**config.mk**
```make
export PLATFORM = sky130hd
export DESIGN_NAME = ir_rx_queue
export DESIGN_NICKNAME = d
export VERILOG_FILES = /design/src/rtl/ir_rx_pkg.sv /design/src/rtl/ir_tick_gen.sv /design/src/rtl/ir_sampler.sv /design/src/rtl/ir_sample_fifo.sv /design/src/rtl/ir_rx_queue.sv
export SDC_FILE = /design/constraint.sdc
export NUM_CORES = 1
export LEC_CHECK = 0
export BUFFER_PORTS_ARGS = -buffer_cell sky130_fd_sc_hd__buf_2
export CAP_MARGIN = 20
export CORE_MARGIN = 2
export CORE_UTILIZATION = 35
export DETAILED_ROUTE_END_ITERATION = 7
export MAX_ROUTING_LAYER = met4
export PLACE_DENSITY_LB_ADDON = 0.2
export SYNTH_ARGS = -nofsm -noshare
export SYNTH_HDL_FRONTEND = slang
export SYNTH_SLANG_ARGS = --single-unit
```
**constraint.sdc**
```tcl
create_clock -name clk -period 3.55 [get_ports clk]
set_clock_uncertainty 0.05 [all_clocks]
set_input_delay 0.355 -clock clk [delete_from_list [all_inputs] [get_ports clk]]
set_output_delay 0.355 -clock clk [all_outputs]
set_load 0.01 [all_outputs]
```
**src/rtl/ir_rx_pkg.sv**
```systemverilog
package ir_rx_pkg;

    // Register window offsets
    localparam logic [7:0] OFS_CTRL  = 8'h00;
    localparam logic [7:0] OFS_IEN   = 8'h01;
    localparam logic [7:0] OFS_RXC   = 8'h02;
    localparam logic [7:0] OFS_DIVL  = 8'h03;
    localparam logic [7:0] OFS_DIVH  = 8'h04;
    localparam logic [7:0] OFS_IID   = 8'h05;
    localparam logic [7:0] OFS_FSTAT = 8'h06;
    localparam logic [7:0] OFS_WIN   = 8'h20;

    // Identification codes
    localparam logic [7:0] IID_NONE  = 8'h00;
    localparam logic [7:0] IID_DATA  = 8'h02;
    localparam logic [7:0] IID_OVR   = 8'h04;

    typedef enum logic [1:0] {
        SMP_OFF,
        SMP_COLLECT,
        SMP_PUSH
    } smp_state_t;

    // Threshold code (control bits [3:2]) to byte level
    function automatic logic [7:0] thr_level(input logic [1:0] code);
        unique case (code)
            2'b01:   return 8'd7;
            2'b11:   return 8'd25;
            default: return 8'd1;
        endcase
    endfunction

endpackage

```
**src/rtl/ir_tick_gen.sv**
```systemverilog
module ir_tick_gen #(
    parameter int CLK_PER_BASE = 1085
) (
    input  logic        clk,
    input  logic        rst_n,
    input  logic        run,
    input  logic        restart,
    input  logic [15:0] divisor,
    output logic        tick
);
    localparam int BW = (CLK_PER_BASE > 1) ? $clog2(CLK_PER_BASE) : 1;

    logic [BW-1:0] base_cnt;
    logic [15:0]   div_cnt;
    logic [15:0]   div_lim;
    logic          base_wrap;
    logic          div_wrap;

    assign div_lim   = (divisor == 16'd0) ? 16'd0 : divisor - 16'd1;
    assign base_wrap = (base_cnt == BW'(CLK_PER_BASE - 1));
    assign div_wrap  = (div_cnt >= div_lim);
    assign tick      = run && !restart && base_wrap && div_wrap;

    always_ff @(posedge clk or negedge rst_n) begin
        if (!rst_n) begin
            base_cnt <= '0;
            div_cnt  <= '0;
        end else if (!run || restart) begin
            base_cnt <= '0;
            div_cnt  <= '0;
        end else if (base_wrap) begin
            base_cnt <= '0;
            div_cnt  <= div_wrap ? 16'd0 : div_cnt + 16'd1;
        end else begin
            base_cnt <= base_cnt + BW'(1);
        end
    end


    tick_spacing_chk: assert property (@(posedge clk) disable iff (!rst_n)
        tick |=> !tick);

endmodule

```
**src/rtl/ir_sampler.sv**
```systemverilog
module ir_sampler
    import ir_rx_pkg::*;
(
    input  logic       clk,
    input  logic       rst_n,
    input  logic       run,
    input  logic       flush,
    input  logic       tick,
    input  logic       line,
    output logic       push,
    output logic [7:0] byte_o
);
    smp_state_t state, state_nx;
    logic [7:0] shreg;
    logic [2:0] nbits;

    always_ff @(posedge clk or negedge rst_n) begin
        if (!rst_n) state <= SMP_OFF;
        else        state <= state_nx;
    end

    always_comb begin
        state_nx = state;
        unique case (state)
            SMP_OFF:     if (run) state_nx = SMP_COLLECT;
            SMP_COLLECT: begin
                if (!run)                                   state_nx = SMP_OFF;
                else if (!flush && tick && nbits == 3'd7)   state_nx = SMP_PUSH;
            end
            SMP_PUSH:    state_nx = run ? SMP_COLLECT : SMP_OFF;
            default:     state_nx = SMP_OFF;
        endcase
    end

    always_comb begin
        push   = (state == SMP_PUSH) && !flush;
        byte_o = shreg;
    end

    always_ff @(posedge clk or negedge rst_n) begin
        if (!rst_n) begin
            shreg <= '0;
            nbits <= '0;
        end else if (!run || flush) begin
            nbits <= '0;
        end else if (tick && state == SMP_COLLECT) begin
            shreg <= {line, shreg[7:1]};
            nbits <= nbits + 3'd1;
        end
    end


    off_when_disabled_chk: assert property (@(posedge clk) disable iff (!rst_n)
        !run |=> state == SMP_OFF);

    push_single_chk: assert property (@(posedge clk) disable iff (!rst_n)
        push |=> !push);

endmodule

```
**src/rtl/ir_sample_fifo.sv**
```systemverilog
module ir_sample_fifo #(
    parameter int DEPTH = 32
) (
    input  logic                         clk,
    input  logic                         rst_n,
    input  logic                         clear,
    input  logic                         push,
    input  logic [7:0]                   din,
    input  logic [$clog2(DEPTH)-1:0]     rd_idx,
    output logic [$clog2(DEPTH+1)-1:0]   count,
    output logic                         overrun,
    output logic [7:0]                   rd_data
);
    localparam int CW = $clog2(DEPTH + 1);
    localparam int IW = $clog2(DEPTH);

    logic [7:0] mem [DEPTH];
    logic       full;

    assign full    = (count == CW'(DEPTH));
    assign rd_data = mem[rd_idx];

    always_ff @(posedge clk or negedge rst_n) begin
        if (!rst_n) begin
            count   <= '0;
            overrun <= 1'b0;
        end else if (clear) begin
            count   <= '0;
            overrun <= 1'b0;
        end else if (push) begin
            if (full) overrun <= 1'b1;
            else      count   <= count + CW'(1);
        end
    end

    always_ff @(posedge clk) begin
        if (push && !clear && !full) mem[count[IW-1:0]] <= din;
    end


    count_le_depth_chk: assert property (@(posedge clk) disable iff (!rst_n)
        count <= CW'(DEPTH));

    drop_when_full_chk: assert property (@(posedge clk) disable iff (!rst_n)
        (push && full && !clear) |=> (count == CW'(DEPTH)) && overrun);

    clear_empties_chk: assert property (@(posedge clk) disable iff (!rst_n)
        clear |=> (count == '0) && !overrun);

endmodule

```
**src/rtl/ir_rx_queue.sv**
```systemverilog
module ir_rx_queue
    import ir_rx_pkg::*;
#(
    parameter int CLK_PER_BASE = 1085,
    parameter int DEPTH        = 32
) (
    input  logic       clk,
    input  logic       rst_n,
    input  logic       rx_line,
    input  logic       wr_en,
    input  logic [7:0] addr,
    input  logic [7:0] wdata,
    output logic [7:0] rdata,
    output logic       irq
);
    localparam int CW = $clog2(DEPTH + 1);
    localparam int IW = $clog2(DEPTH);

    logic [1:0]    thr_q;
    logic [7:0]    ien_q, rxc_q, divl_q, divh_q;
    logic          soft_rst, ctrl_clr, stat_wr, fifo_clear, smp_flush;
    logic          run, tick, push;
    logic [7:0]    smp_byte, fifo_rd, win_off, iid;
    logic [CW-1:0] fifo_cnt;
    logic          fifo_ovr, data_pend, in_win;

    assign soft_rst   = wr_en && addr == OFS_CTRL && wdata[0];
    assign ctrl_clr   = wr_en && addr == OFS_CTRL && wdata[1];
    assign stat_wr    = wr_en && addr == OFS_FSTAT;
    assign fifo_clear = soft_rst || ctrl_clr || stat_wr;
    assign smp_flush  = soft_rst || ctrl_clr;
    assign run        = rxc_q[7];

    always_ff @(posedge clk or negedge rst_n) begin
        if (!rst_n) begin
            thr_q <= '0; ien_q <= '0; rxc_q <= '0; divl_q <= '0; divh_q <= '0;
        end else if (soft_rst) begin
            thr_q <= '0; ien_q <= '0; rxc_q <= '0; divl_q <= '0; divh_q <= '0;
        end else if (wr_en) begin
            case (addr)
                OFS_CTRL: thr_q  <= wdata[3:2];
                OFS_IEN:  ien_q  <= wdata & 8'h86;
                OFS_RXC:  rxc_q  <= wdata & 8'h8F;
                OFS_DIVL: divl_q <= wdata;
                OFS_DIVH: divh_q <= wdata;
                default:  ;
            endcase
        end
    end

    ir_tick_gen #(.CLK_PER_BASE(CLK_PER_BASE)) u_tick (
        .clk(clk), .rst_n(rst_n), .run(run), .restart(smp_flush),
        .divisor({divh_q, divl_q}), .tick(tick)
    );

    ir_sampler u_smp (
        .clk(clk), .rst_n(rst_n), .run(run), .flush(smp_flush), .tick(tick),
        .line(rx_line), .push(push), .byte_o(smp_byte)
    );

    assign win_off = addr - OFS_WIN;
    assign in_win  = (addr >= OFS_WIN) && (win_off < 8'(DEPTH));

    ir_sample_fifo #(.DEPTH(DEPTH)) u_fifo (
        .clk(clk), .rst_n(rst_n), .clear(fifo_clear), .push(push), .din(smp_byte),
        .rd_idx(win_off[IW-1:0]), .count(fifo_cnt), .overrun(fifo_ovr), .rd_data(fifo_rd)
    );

    assign data_pend = (8'(fifo_cnt) >= thr_level(thr_q));
    assign iid       = fifo_ovr ? IID_OVR : (data_pend ? IID_DATA : IID_NONE);
    assign irq       = ien_q[7] && ((ien_q[1] && data_pend) || (ien_q[2] && fifo_ovr));

    always_comb begin
        rdata = 8'h00;
        if (in_win) begin
            rdata = fifo_rd;
        end else begin
            case (addr)
                OFS_CTRL:  rdata = {4'b0, thr_q, 2'b0};
                OFS_IEN:   rdata = ien_q;
                OFS_RXC:   rdata = rxc_q;
                OFS_DIVL:  rdata = divl_q;
                OFS_DIVH:  rdata = divh_q;
                OFS_IID:   rdata = iid;
                OFS_FSTAT: rdata = 8'(fifo_cnt);
                default:   rdata = 8'h00;
            endcase
        end
    end


    soft_reset_stops_chk: assert property (@(posedge clk) disable iff (!rst_n)
        soft_rst |=> !run && fifo_cnt == '0);

endmodule

```
==> Yosys cells after proc, flatten, opt, wreduce, memory -nomap -nowiden <==
Memories as Yosys holds them, arrays and structs flattened.
Index checks and enable logic that the tools add are counted.
{ "classes": {"add_sub_neg": 6, "n_lt_le_gt_ge": 4, "eq_ne": 16, "muxes": 41, "bitwise_logic": 1, "n_reduce_logical": 47} }
{ "op_table": {"columns": ["operator", "count"], "rows": [
  ["$mux 8", 13],
  ["$mux 16", 4],
  ["$pmux 8 s7", 1],
  ["$eq 8x3->1 const B", 3],
  ["$mux 11", 2],
  ["$reduce_bool 2->1", 10],
  ["$mux 6", 3],
  ["$reduce_and 2->1", 9],
  ["$logic_and 1x1->1", 17],
  ["$add 16x1->16 const B", 1],
  ["$eq 8x2->1 const B", 2],
  ["$ge 16x16->1", 1],
  ["$logic_not 16->1", 1],
  ["$sub 16x1->16 const B", 1],
  ["$mux 2", 7],
  ["$add 11x1->11 const B", 1],
  ["$eq 11x11->1 const B", 1],
  ["$pmux 5 s2", 1],
  ["$mux 3", 3],
  ["$eq 8x1->1 const B", 1],
  ["$ge 6x8->1", 1],
  ["$ge 8x6->1 const B", 1],
  ["$logic_not 8->1", 1],
  ["$lt 8x6->1 const B", 1],
  ["other kinds (16)", 29]
]} }
{ "totals": {"reg_bits": 81, "ram_bits": 256, "inputBits": 20, "out_inout_bits": 9, "elab_cells": 128, "n_memories": 1} }
{ "memory_table": {"columns": ["name", "words", "word_bits", "rd", "rd_clocked_by_memory_dff", "wr", "line", "source"], "rows": [
  ["u_fifo.mem", 32, 8, 1, 0, 1, "ir_sample_fifo.sv:17", "logic [7:0] mem [DEPTH];"]
]} }

==> Logic depth before layout (Yosys ltp) <==
Gate-level depths: netlist (run 1).
{ "depth": {"ltp_word": 13, "mapped_depth": 15, "depth_no_buf": 14} }

==> By module <==
From an unflattened synthesis (run 1), not the netlist that was laid out.
{ "unflattened": {"hier_cells": 933, "hier_area_um2": 14742.9} }
{ "modules_own_cells": {"columns": ["module", "instances", "cells_each", "area_each_um2", "seq_area_each_um2"], "rows": [
  ["ir_sample_fifo", 1, 451, 10272.4, 7862.5],
  ["ir_tick_gen", 1, 270, 2183.3, 675.6],
  ["ir_rx_queue", 1, 175, 1720.4, 650.6],
  ["ir_sampler", 1, 37, 566.8, 325.3]
]} }

==> Least setup slack after synthesis (run 1) <==
Ideal clock, no wire load.
{ "synth_path": {"kind": "flip-flop to flip-flop", "from": "register divl_q[6]", "to": "register u_smp.shreg[6], in the netlist u_smp.byte_o[6]", "setup_time_ns": 0.128, "arrival_ns": 3.738, "t_required_ns": 3.372, "setup_slack_ns": -0.366, "path_stages_with_launch": 14, "path_buffers": 1, "period_less_slack_ns": 3.916, "cell_sequence": "dfrtp_1 -> or4_1 -> or3_1 -> nor4_1 -> xor2_1 -> nand2_1 -> ha_1 -> nand4_1 -> or3_1 -> a31oi_4 -> nor3_1 -> nor4b_4 -> buf_6 -> mux2_1"} }
{ "synth_via": {"elab_chain_len": 6, "word_cells_on_any_way": 7, "classes_between": "add/sub: 1; order compare: 1; mux: 1; reduce/logical: 4"} }
{ "synth_lines": {"columns": ["item", "line", "source"], "rows": [
  ["start: declaration", "ir_rx_queue.sv:20", "logic [7:0] ien_q, rxc_q, divl_q, divh_q;"],
  ["start signal: assignment", "ir_rx_queue.sv:44", "OFS_DIVL: divl_q <= wdata;"],
  ["$sub 16x1->16 / $logic_not 16->1 (equally long branches)", "ir_tick_gen.sv:19", "assign div_lim = (divisor == 16'd0) ? 16'd0 : divisor - 16'd1;"],
  ["$mux 16 (*)", "ir_tick_gen.sv:19", null],
  ["$ge 16x16->1 (*)", "ir_tick_gen.sv:21", "assign div_wrap = (div_cnt >= div_lim);"],
  ["$logic_and 1x1->1 (*)", "ir_tick_gen.sv:22", "assign tick = run && !restart && base_wrap && div_wrap;"],
  ["$logic_and 1x1->1 (*)", "ir_sampler.sv:46", "end else if (tick && state == SMP_COLLECT) begin"],
  ["$reduce_and 2->1 (no source line) (*)", null, null],
  ["end signal: assignment", "ir_sampler.sv:47", "shreg <= {line, shreg[7:1]};"],
  ["end: declaration", "ir_sampler.sv:14", "logic [7:0] shreg;"]
]} }
Mark *: on every way between the ends. The rest lies on a longest branch, timed or not.
A chain may end at the register's enable or synchronous reset.

==> Worst setup path after layout (run 1) <==
{ "layout_path": {"from": "register divl_q[6]", "to": "register u_smp.shreg[4], in the netlist u_smp.byte_o[4]"} }
The elaborated chain is that of the path after synthesis.

==> metrics.txt, run 1 <==
status=complete, but fails checks; failing checks=negative setup slack; slew margin rel.=around 34%; worst path bufs/invs=1; clock-pin slew on the worst setup and hold paths=0.06 ns; CP max FO=4; port bufs=28; drt pass-1 iters=5; placed insts=around 1600; number of global-route vias before repair=roughly 9000; Die X=about 210 um; Flop pwr share=~50%; Cell variety after synth=72; Critical-path top delay cell=or4_4; drt wl/cell=22.0 um; arrival time at the worst endpoint=approximately 4.1 ns; Slew Viols, Final=0; Pleak=around 7 nW; synthesized area=roughly 15000 um2; gr usage total=about 18%; Finish-stage setup viols=15; max_cap viols=0; Final HPWL DP=24400 um; Fin. Hold Viols=0; pwr/cell area=481 nW/um2; Hold/Removal Path Class=primary input to flip-flop; CTS Sinks=around 330; hold path cells=3; fraction of layout cells with a size suffix above 1=a little under a quarter; Ys Warns=0; R2R depth=13; VDD IR-drop max=between 0.0002 and 0.00025 V; register bit total from synthesis=between 300 and 400; crit end category=flip-flop; fill count=~3800; CTS tree=yes; RD Place Congestion=0.828; part of the power in combinational logic=5.9%; worst slack, placed=-0.205 ns; Mapped Avg Cell Area=~15 um2; grt ovf=0; global-route wire length before repair=55800 um; Seq/Total Area, Yosys=64.8%; worst reg-to-reg setup slack=-0.21 ns; CP required=between 3 and 4 ns; Main synth FF type=edfxtp_1; crit-path cells=or4_4 -> or3_4 -> nor4_4 -> xor2_1 -> nand2_1 -> ha_4 -> nand4_1 -> or3_4 -> a31oi_4 -> nor3_4 -> nor4b_4 -> buf_4 -> mux2_1; P&R area growth vs syn=17.5%; fmax=~270 MHz; drt drc=0; # nets final=1152; Tightest Pin Transition=between 0.9 and 1 ns; initial antenna violation count=0; worst flop-to-flop path endpoint=u_smp.byte_o[4]; period utilisation layout=106%; clk root buf=clkbuf_16; total routed wirelength=36600 um; Die H=about 210 um; critical path launch point type=flip-flop; Min-Delay Endpoint=divl_q[4]; cell family with most CP delay=simple AND/OR/NAND/NOR gates; WS Path Type=flip-flop to flip-flop; cells after synthesis=around 1000; latest clock arrival within the worst-skew pair=about 0.53 ns; Sw Share=between 20% and 30%; Overall Power=~8.3 mW; CP most frequent cell=or3_4; vias per cell=around 5.3; vias=8749; Min Hold Slack=roughly 0.064 ns; Rows=75; worst setup margin=-0.207 ns; RSZ-0062 raised after global routing=true; clock share of power=44.2%; largest net degree at the start of global routing=between 70 and 80; antenna cells=0; Routed Antenna Nets=0; H-tree depth=2; Final Non-Filler Cells=approximately 1700; Tmin final=about 3.8 ns; CTS max path bufs=3; Starting Density=a little over a third; Final Util=about two fifths; startpoint of the worst hold path=wdata[4]; share of flip-flops with an asynchronous set or reset=around 22%; P_sw=around 1.8 mW; Post-synth EDFFs=roughly 260; core box area=approximately 42000 um2; syn_nets=about 1100; Die ar.=43600 um2; I/O Pins=29; initial drt markers=758; reg2reg start=divl_q[6]; Internal=between 6 and 7 mW; Crit path largest cell delay=roughly 0.57 ns; Num CTS Buffers=37
power groups by stage:
stage          Combinational [mW]  Sequential (mW)  Clock [mW]
2_1_floorplan               0.282             4.22           0
3_3_place_gp                0.477             4.22           0
3_5_place_dp                0.480             4.22           0
4_1_cts                     0.486             4.14        3.76
5_1_grt                     0.536             4.14        3.90
6_report                    0.489             4.14        3.67
cell usage after synthesis (3+ instances only):
cell | n | area share [%]
xor2_1 | 14 | 0.84
buf_4 | 6 | 0.31
a211oi_1 | 3 | 0.15
nand3b_1 | 8 | 0.41
mux2_2 | 5 | 0.38
nand4_1 | 8 | 0.34
nand2b_1 | 4 | 0.17
o21ai_0 | 14 | 0.48
inv_1 | 19 | 0.49
and2_1 | 3 | 0.13
nor3_2 | 3 | 0.20
buf_6 | 3 | 0.23
edfxtp_1 | 256 | 52
xnor2_1 | 12 | 0.72
mux4_2 | 67 | 10
a22oi_1 | 3 | 0.15
o2111ai_1 | 3 | 0.18
or3_1 | 8 | 0.34
o21a_1 | 3 | 0.15
clkbuf_1 | 25 | 0.64
mux2_1 | 7 | 0.54
nor4_1 | 8 | 0.34
dfrtp_1 | 73 | 12
o31ai_1 | 3 | 0.15
mux2i_1 | 22 | 1.5
a21oi_1 | 30 | 1.0
nand3_1 | 61 | 2.1
nand2_2 | 3 | 0.13
ha_1 | 32 | 2.7
buf_2 | 12 | 0.41
nor2b_1 | 6 | 0.26
and3_1 | 10 | 0.43
nand2_1 | 110 | 2.8
a221oi_1 | 4 | 0.24
nor2_1 | 91 | 2.3
nor3_1 | 15 | 0.51
worst reg2reg max path, stage by stage, from the launching register on:
cell and delay, ns:
dfrtp_1 0.38, or4_4 0.57, or3_4 0.40, nor4_4 0.16, xor2_1 0.17, nand2_1 0.10
ha_4 0.27, nand4_1 0.09, or3_4 0.39, a31oi_4 0.19, nor3_4 0.06, nor4b_4 0.29
buf_4 0.19, mux2_1 0.31
sequential cells by signal, indices dropped and copies added, names as in the netlist:
register	cells
u_smp.byte_o	8
divh_q	8
u_fifo.count	6
thr_q	2
u_tick.base_cnt	11
ien_q	3
u_fifo.overrun	1
u_tick.div_cnt	16
u_fifo.mem	256
rxc_q	5
u_smp.state	2
u_smp.nbits	3
divl_q	8
cell usage in the layout (no fill, tap or decap), types with 14 or more instances in the layout:
cell type,instances
edfxtp_1,256
a21oi_1,29
mux4_2,67
nand3_1,60
clkbuf_16,39
buf_2,25
inv_1,19
ha_1,31
nor2_1,90
dfrtp_1,73
o21ai_0,14
nand2_1,109
mux2i_1,22
buf_4,75
xor2_1,14
area by class of cell:
cell class                 count  area (um2)  share of cell area (%)
multi-input combinational    603        4990                    28.9
clock buffer                  50        1010                    5.83
sequential                   329        9510                    55.1
inverter                      19        71.3                   0.413
tap                          539         674                    3.91
timing repair buffer         110         871                    5.05
clock inverter                14         129                   0.747
how the worst max path moves through the flow:
stage                          from  cells after the start         endpoint  slack [ns]
after floorplan           divl_q[6]                     13  u_smp.byte_o[6]       -0.13
after global placement    divl_q[6]                     13  u_smp.byte_o[7]       -0.16
after detailed placement  divl_q[6]                     14  u_smp.byte_o[7]       -0.20
after CTS                 divl_q[6]                     13  u_smp.byte_o[0]       -0.18
after global routing      divl_q[6]                     13  u_smp.byte_o[3]       -0.41
final                     divl_q[6]                     13  u_smp.byte_o[4]       -0.21
timing repair:
| action | CTS | global route |
|---|---|---|
| hold buffers | 2 | 0 |
| buffers inserted | 1 | 1 |
| setup endpoints to repair | 24 | 27 |
| pin swaps | 2 | 5 |
| gates cloned | 0 | 2 |
| endpoints found under the hold margin | 74 | 0 |
| gates resized for setup | 2 | 15 |
kinds of logic after synthesis:
group,after synthesis,synth area share (%)
buffers and inverters,66,2.10
AOI/OAI and AO/OA,92,4.52
muxes,101,12.7
DFF,329,64.8
and+or+nand+nor,352,11.6
xor gates and xnor gates,26,1.55
adders and majority gates,32,2.73
routing by layer:
layer / global-route usage, % / routed length (um) / vias to the layer above / part of all wire (%)
li1: - / - / 4025 / -
met2: 26.9 / 17100 / 219 / 47
met1: 23.8 / 16600 / 4443 / 45
met5: - / 0 / - / 0
met3: 3.38 / 1940 / 62 / 5.3
met4: 5.20 / 928 / 0 / 2.5
metrics by stage:
step / TNS (ns) / area [um2]
floorplan: -0.938 / 14800
global placement: -1.44 / 15900
detailed placement: -2.24 / 16000
CTS: -1.76 / 17200
global route: -7.01 / 17300
finish: -2.06 / 17300
Note: power is estimated with default switching activity, not from simulation.
==> inputs of run 2 (changes only) <==
--- a/config.mk
+++ b/config.mk
@@ -14,4 +14,5 @@
 export PLACE_DENSITY_LB_ADDON = 0.2
 export SYNTH_ARGS = -nofsm -noshare
 export SYNTH_HDL_FRONTEND = slang
+export SYNTH_HIERARCHICAL = 1
 export SYNTH_SLANG_ARGS = --single-unit
==> run 2 against run 1 <==
Net effect: the flow now finishes without violations; critical path depth rose by 1; hold slack better by 0.028 ns; area after synthesis grew 0.43%; register-to-register slack improved by 0.24 ns; wire length down 5.5%; final cell count down 3.9%; clock power hardly changed; sequential cell count unchanged; utilization up 0.13 points; largest cell class unchanged.
==> metrics.txt, run 2 <==
status=finished, final reports clean; number of global-route vias before repair=8529 (-3.1%); Overall Power=8.40 mW (+1.2%); R2R depth=14 (+1); part of the power in combinational logic=7.0% (+1.1 points); FF/Latch Area=9510 um2 (unchanged); register bit total from synthesis=329 (unchanged); post-synth top area cell=edfxtp_1; hold path cells=3 (unchanged); core box area=41800 um2 (+0.23%); Cell variety after synth=69 (-4.2%); VDD IR-drop max=0.000284 V (+16%); CTS Sinks=329 (unchanged); met3 Track Usage GR=3.73% (+0.35 points); fraction of layout cells with a size suffix above 1=26.6% (+2.8 points); drt drc=0 (unchanged); Slew Viols, Final=0 (unchanged); worst reg-to-reg setup slack=0.03 ns (+0.24 ns); initial antenna violation count=0 (unchanged); Post-synth EDFFs=256 (unchanged); Final HPWL DP=23200 um (-5.0%); RD Place Congestion=0.890 (+7.5%); antenna cells=0 (unchanged); P&R area growth vs syn=17.7%; total routed wirelength=34600 um (-5.5%); Largest register FFs=256 (unchanged); clock-pin slew on the worst setup and hold paths=0.05 ns (about the same); Main synth FF type=edfxtp_1; Commonest cells post-synth=edfxtp_1, nor2_1, mux4_2; Finish-stage setup viols=0 (-15); Crit path largest cell delay=0.59 ns (+0.02 ns); port bufs=28 (unchanged); WS Path Type=flip-flop to flip-flop; slew margin rel.=32.2% (-1.4 points); Tightest Pin Transition=1.01 ns (+0.0166 ns); latest clock arrival within the worst-skew pair=0.54 ns (about the same); clk root buf=clkbuf_16; met2 Usage GRT=25.2% (-1.7 points); Routed Antenna Nets=0 (unchanged); Hold/Removal Path Class=primary input to flip-flop; RSZ-0062 raised after global routing=true; Min-Delay Endpoint=divh_q[6]; Ys Warns=6 (+6); synthesized area=14700 um2 (+0.43%); P_sw=1.85 mW (+1.4%); period utilisation layout=99.1% (-6.7 points); most frequent cell after synthesis=edfxtp_1; Seq/Total Area, Yosys=64.5% (-0.28 points); drt pass-1 iters=4 (-1); Critical-path top delay cell=or4_4; fill count=3728 (-1.9%); post-route cell area=17400 um2 (+0.55%); cells after synthesis=933 (-6.5%); pwr/cell area=484 nW/um2 (+0.63%); I/O Pins=29 (unchanged); clock share of power=43.6% (-0.6 points); Tmin final=3.52 ns (-0.239 ns); M1 GR Usage=22.4% (-1.4 points); Pleak=7.13 nW (+3.0%); vias=8383 (-4.2%); Final Util=41.6% (+0.13 points); area of the multi-input gates=5070 um2 (+1.5%); Synth top area share=52.1% (-0.22 points); CTS max path bufs=3 (unchanged); Placed Area=15900 um2 (-0.34%); grt ovf=0 (unchanged); Die ar.=43800 um2 (+0.42%); # nets final=1088 (-5.6%); CTS tree=yes; vias per cell=5.24 (-0.29%); Rows=75 (unchanged); global-route wire length before repair=52900 um (-5.3%); synth top area cells=edfxtp_1, dfrtp_1, mux4_2; H-tree depth=2 (unchanged); crit end category=flip-flop; commonest non-fill, non-tap cell in the layout=edfxtp_1; crit-path cells=or4_4 -> nor4_4 -> nand4_1 -> buf_4 -> and2_1 -> ha_1 -> nand2b_1 -> a2111o_1 -> a31oi_4 -> a31oi_4 -> nand3b_4 -> buf_4 -> mux2i_1 -> nor2_1; CP required=3.90 ns (about the same); worst slack, placed=0.0111 ns (+0.216 ns); critical path launch point type=flip-flop; drt wl/cell=21.6 um (-1.7%); arrival time at the worst endpoint=3.86 ns (-0.25 ns); GR peak layer=met2; share of flip-flops with an asynchronous set or reset=22.2% (unchanged); commonest cells after routing, fill and taps aside=edfxtp_1, nor2_1, mux4_2, nand2_1, dfrtp_1; Final TNS setup=0 ns (+2.06 ns); Flop pwr share=49.4% (-0.5 points); max_cap viols=0 (unchanged); Die H=209 um (+0.21%); Mapped Avg Cell Area=15.8 um2 (+7.4%); Die X=209 um (+0.21%); reg2reg start=divh_q[3]; Min Hold Slack=0.0922 ns (+0.0283 ns); CP max FO=4 (unchanged); gr usage total=16.5% (-1.0 points); worst flop-to-flop path endpoint=u_smp/nbits[1]; Fin. Hold Viols=0 (unchanged); Final Non-Filler Cells=1599 (-3.9%); Starting Density=35.3% (+0.071 points); syn_nets=985 (-6.2%); Sw Share=22.0% (+0.058 points); startpoint of the worst hold path=wdata[6]; Num CTS Buffers=38 (+2.7%); worst setup margin=0.0325 ns (+0.239 ns); Internal=6.55 mW (+1.1%); largest net degree at the start of global routing=74 (unchanged); initial drt markers=637 (-16%); fmax=284 MHz (+6.8%); placed insts=1522 (-4.5%)
run 2: cell count changes after synthesis, moves of 7 or more:
cell,previous run,this run
mux4_2,67,81
buf_2,12,5
nand3_1,61,13
o21ai_0,14,21
a21oi_1,30,7
nand2_1,110,73
clkbuf_1,25,17
xor2_1,14,22
mux2_2,5,15
o2111ai_1,3,12
and2_1,3,10
run 2: logic make-up (layout without fill, tap and decap cells):
family	Yosys count	after routing	share of synthesized area, %
mux	127	127	15.6
buf+inv	61	187	2.03
compound gates	75	75	3.58
fa+ha+maj	32	32	2.72
flops	329	329	64.5
xor+xnor	29	29	1.72
simple gates	280	281	9.77
run 2: worst max-delay path by stage:
stage | to | slack [ns] | cells after the start | start
global route | u_smp/byte_o[4] | -0.14 | 14 | divh_q[3]
finish | u_smp/nbits[1] | 0.03 | 14 | divh_q[3]
floorplan | u_smp/byte_o[0] | 0.02 | 14 | divh_q[3]
global placement | u_smp/byte_o[0] | 0.08 | 14 | divl_q[5]
CTS | u_smp/byte_o[2] | 0.02 | 14 | divh_q[3]
detailed placement | u_smp/byte_o[2] | 0.01 | 14 | divh_q[3]
run 2: area by class of cell:
cell class                 instances  share of cell area, %
inverter                          19                  0.411
sequential                       329                   54.8
multi-input combinational        544                   29.2
clock inverter                    17                  0.909
clock buffer                      47                   5.80
timing repair buffer             104                   4.96
tap                              539                   3.89
run 2: worst max-delay path, delay by kind of cell (launching register included):
kind,cells,cell delay [ns]
flops,1,0.37
fa+ha+maj,1,0.26
buf+inv,2,0.33
mux,1,0.17
simple gates,7,1.44
compound gates,3,0.77
run 2: repair_timing:
action / CTS / global route
hold endpoints to repair: 74 / 0
hold buffers: 2 / 0
gates resized for setup: 2 / 13
setup endpoints to repair: 8 / 15
setup buffers: 0 / 5
cloned: 0 / 1
pin swaps: 0 / 3
run 2: power groups by stage:
| stage | clock network, mW | logic (mW) | registers, mW |
|---|---|---|---|
| 6_report | 3.66 | 0.586 | 4.15 |
| 5_1_grt | 3.92 | 0.661 | 4.15 |
| 4_1_cts | 3.79 | 0.567 | 4.14 |
| 3_5_place_dp | 0 | 0.559 | 4.22 |
| 3_3_place_gp | 0 | 0.558 | 4.22 |
| 2_1_floorplan | 0 | 0.367 | 4.22 |
run 2: layer usage:
| metal | share of wire [%] | routed length (um) | up-vias |
|---|---|---|---|
| li1 | - | - | 3843 |
| met1 | 45 | 15500 | 4295 |
| met2 | 47 | 16300 | 196 |
| met3 | 6.0 | 2080 | 49 |
| met4 | 2.1 | 710 | 0 |
| met5 | 0 | 0 | - |
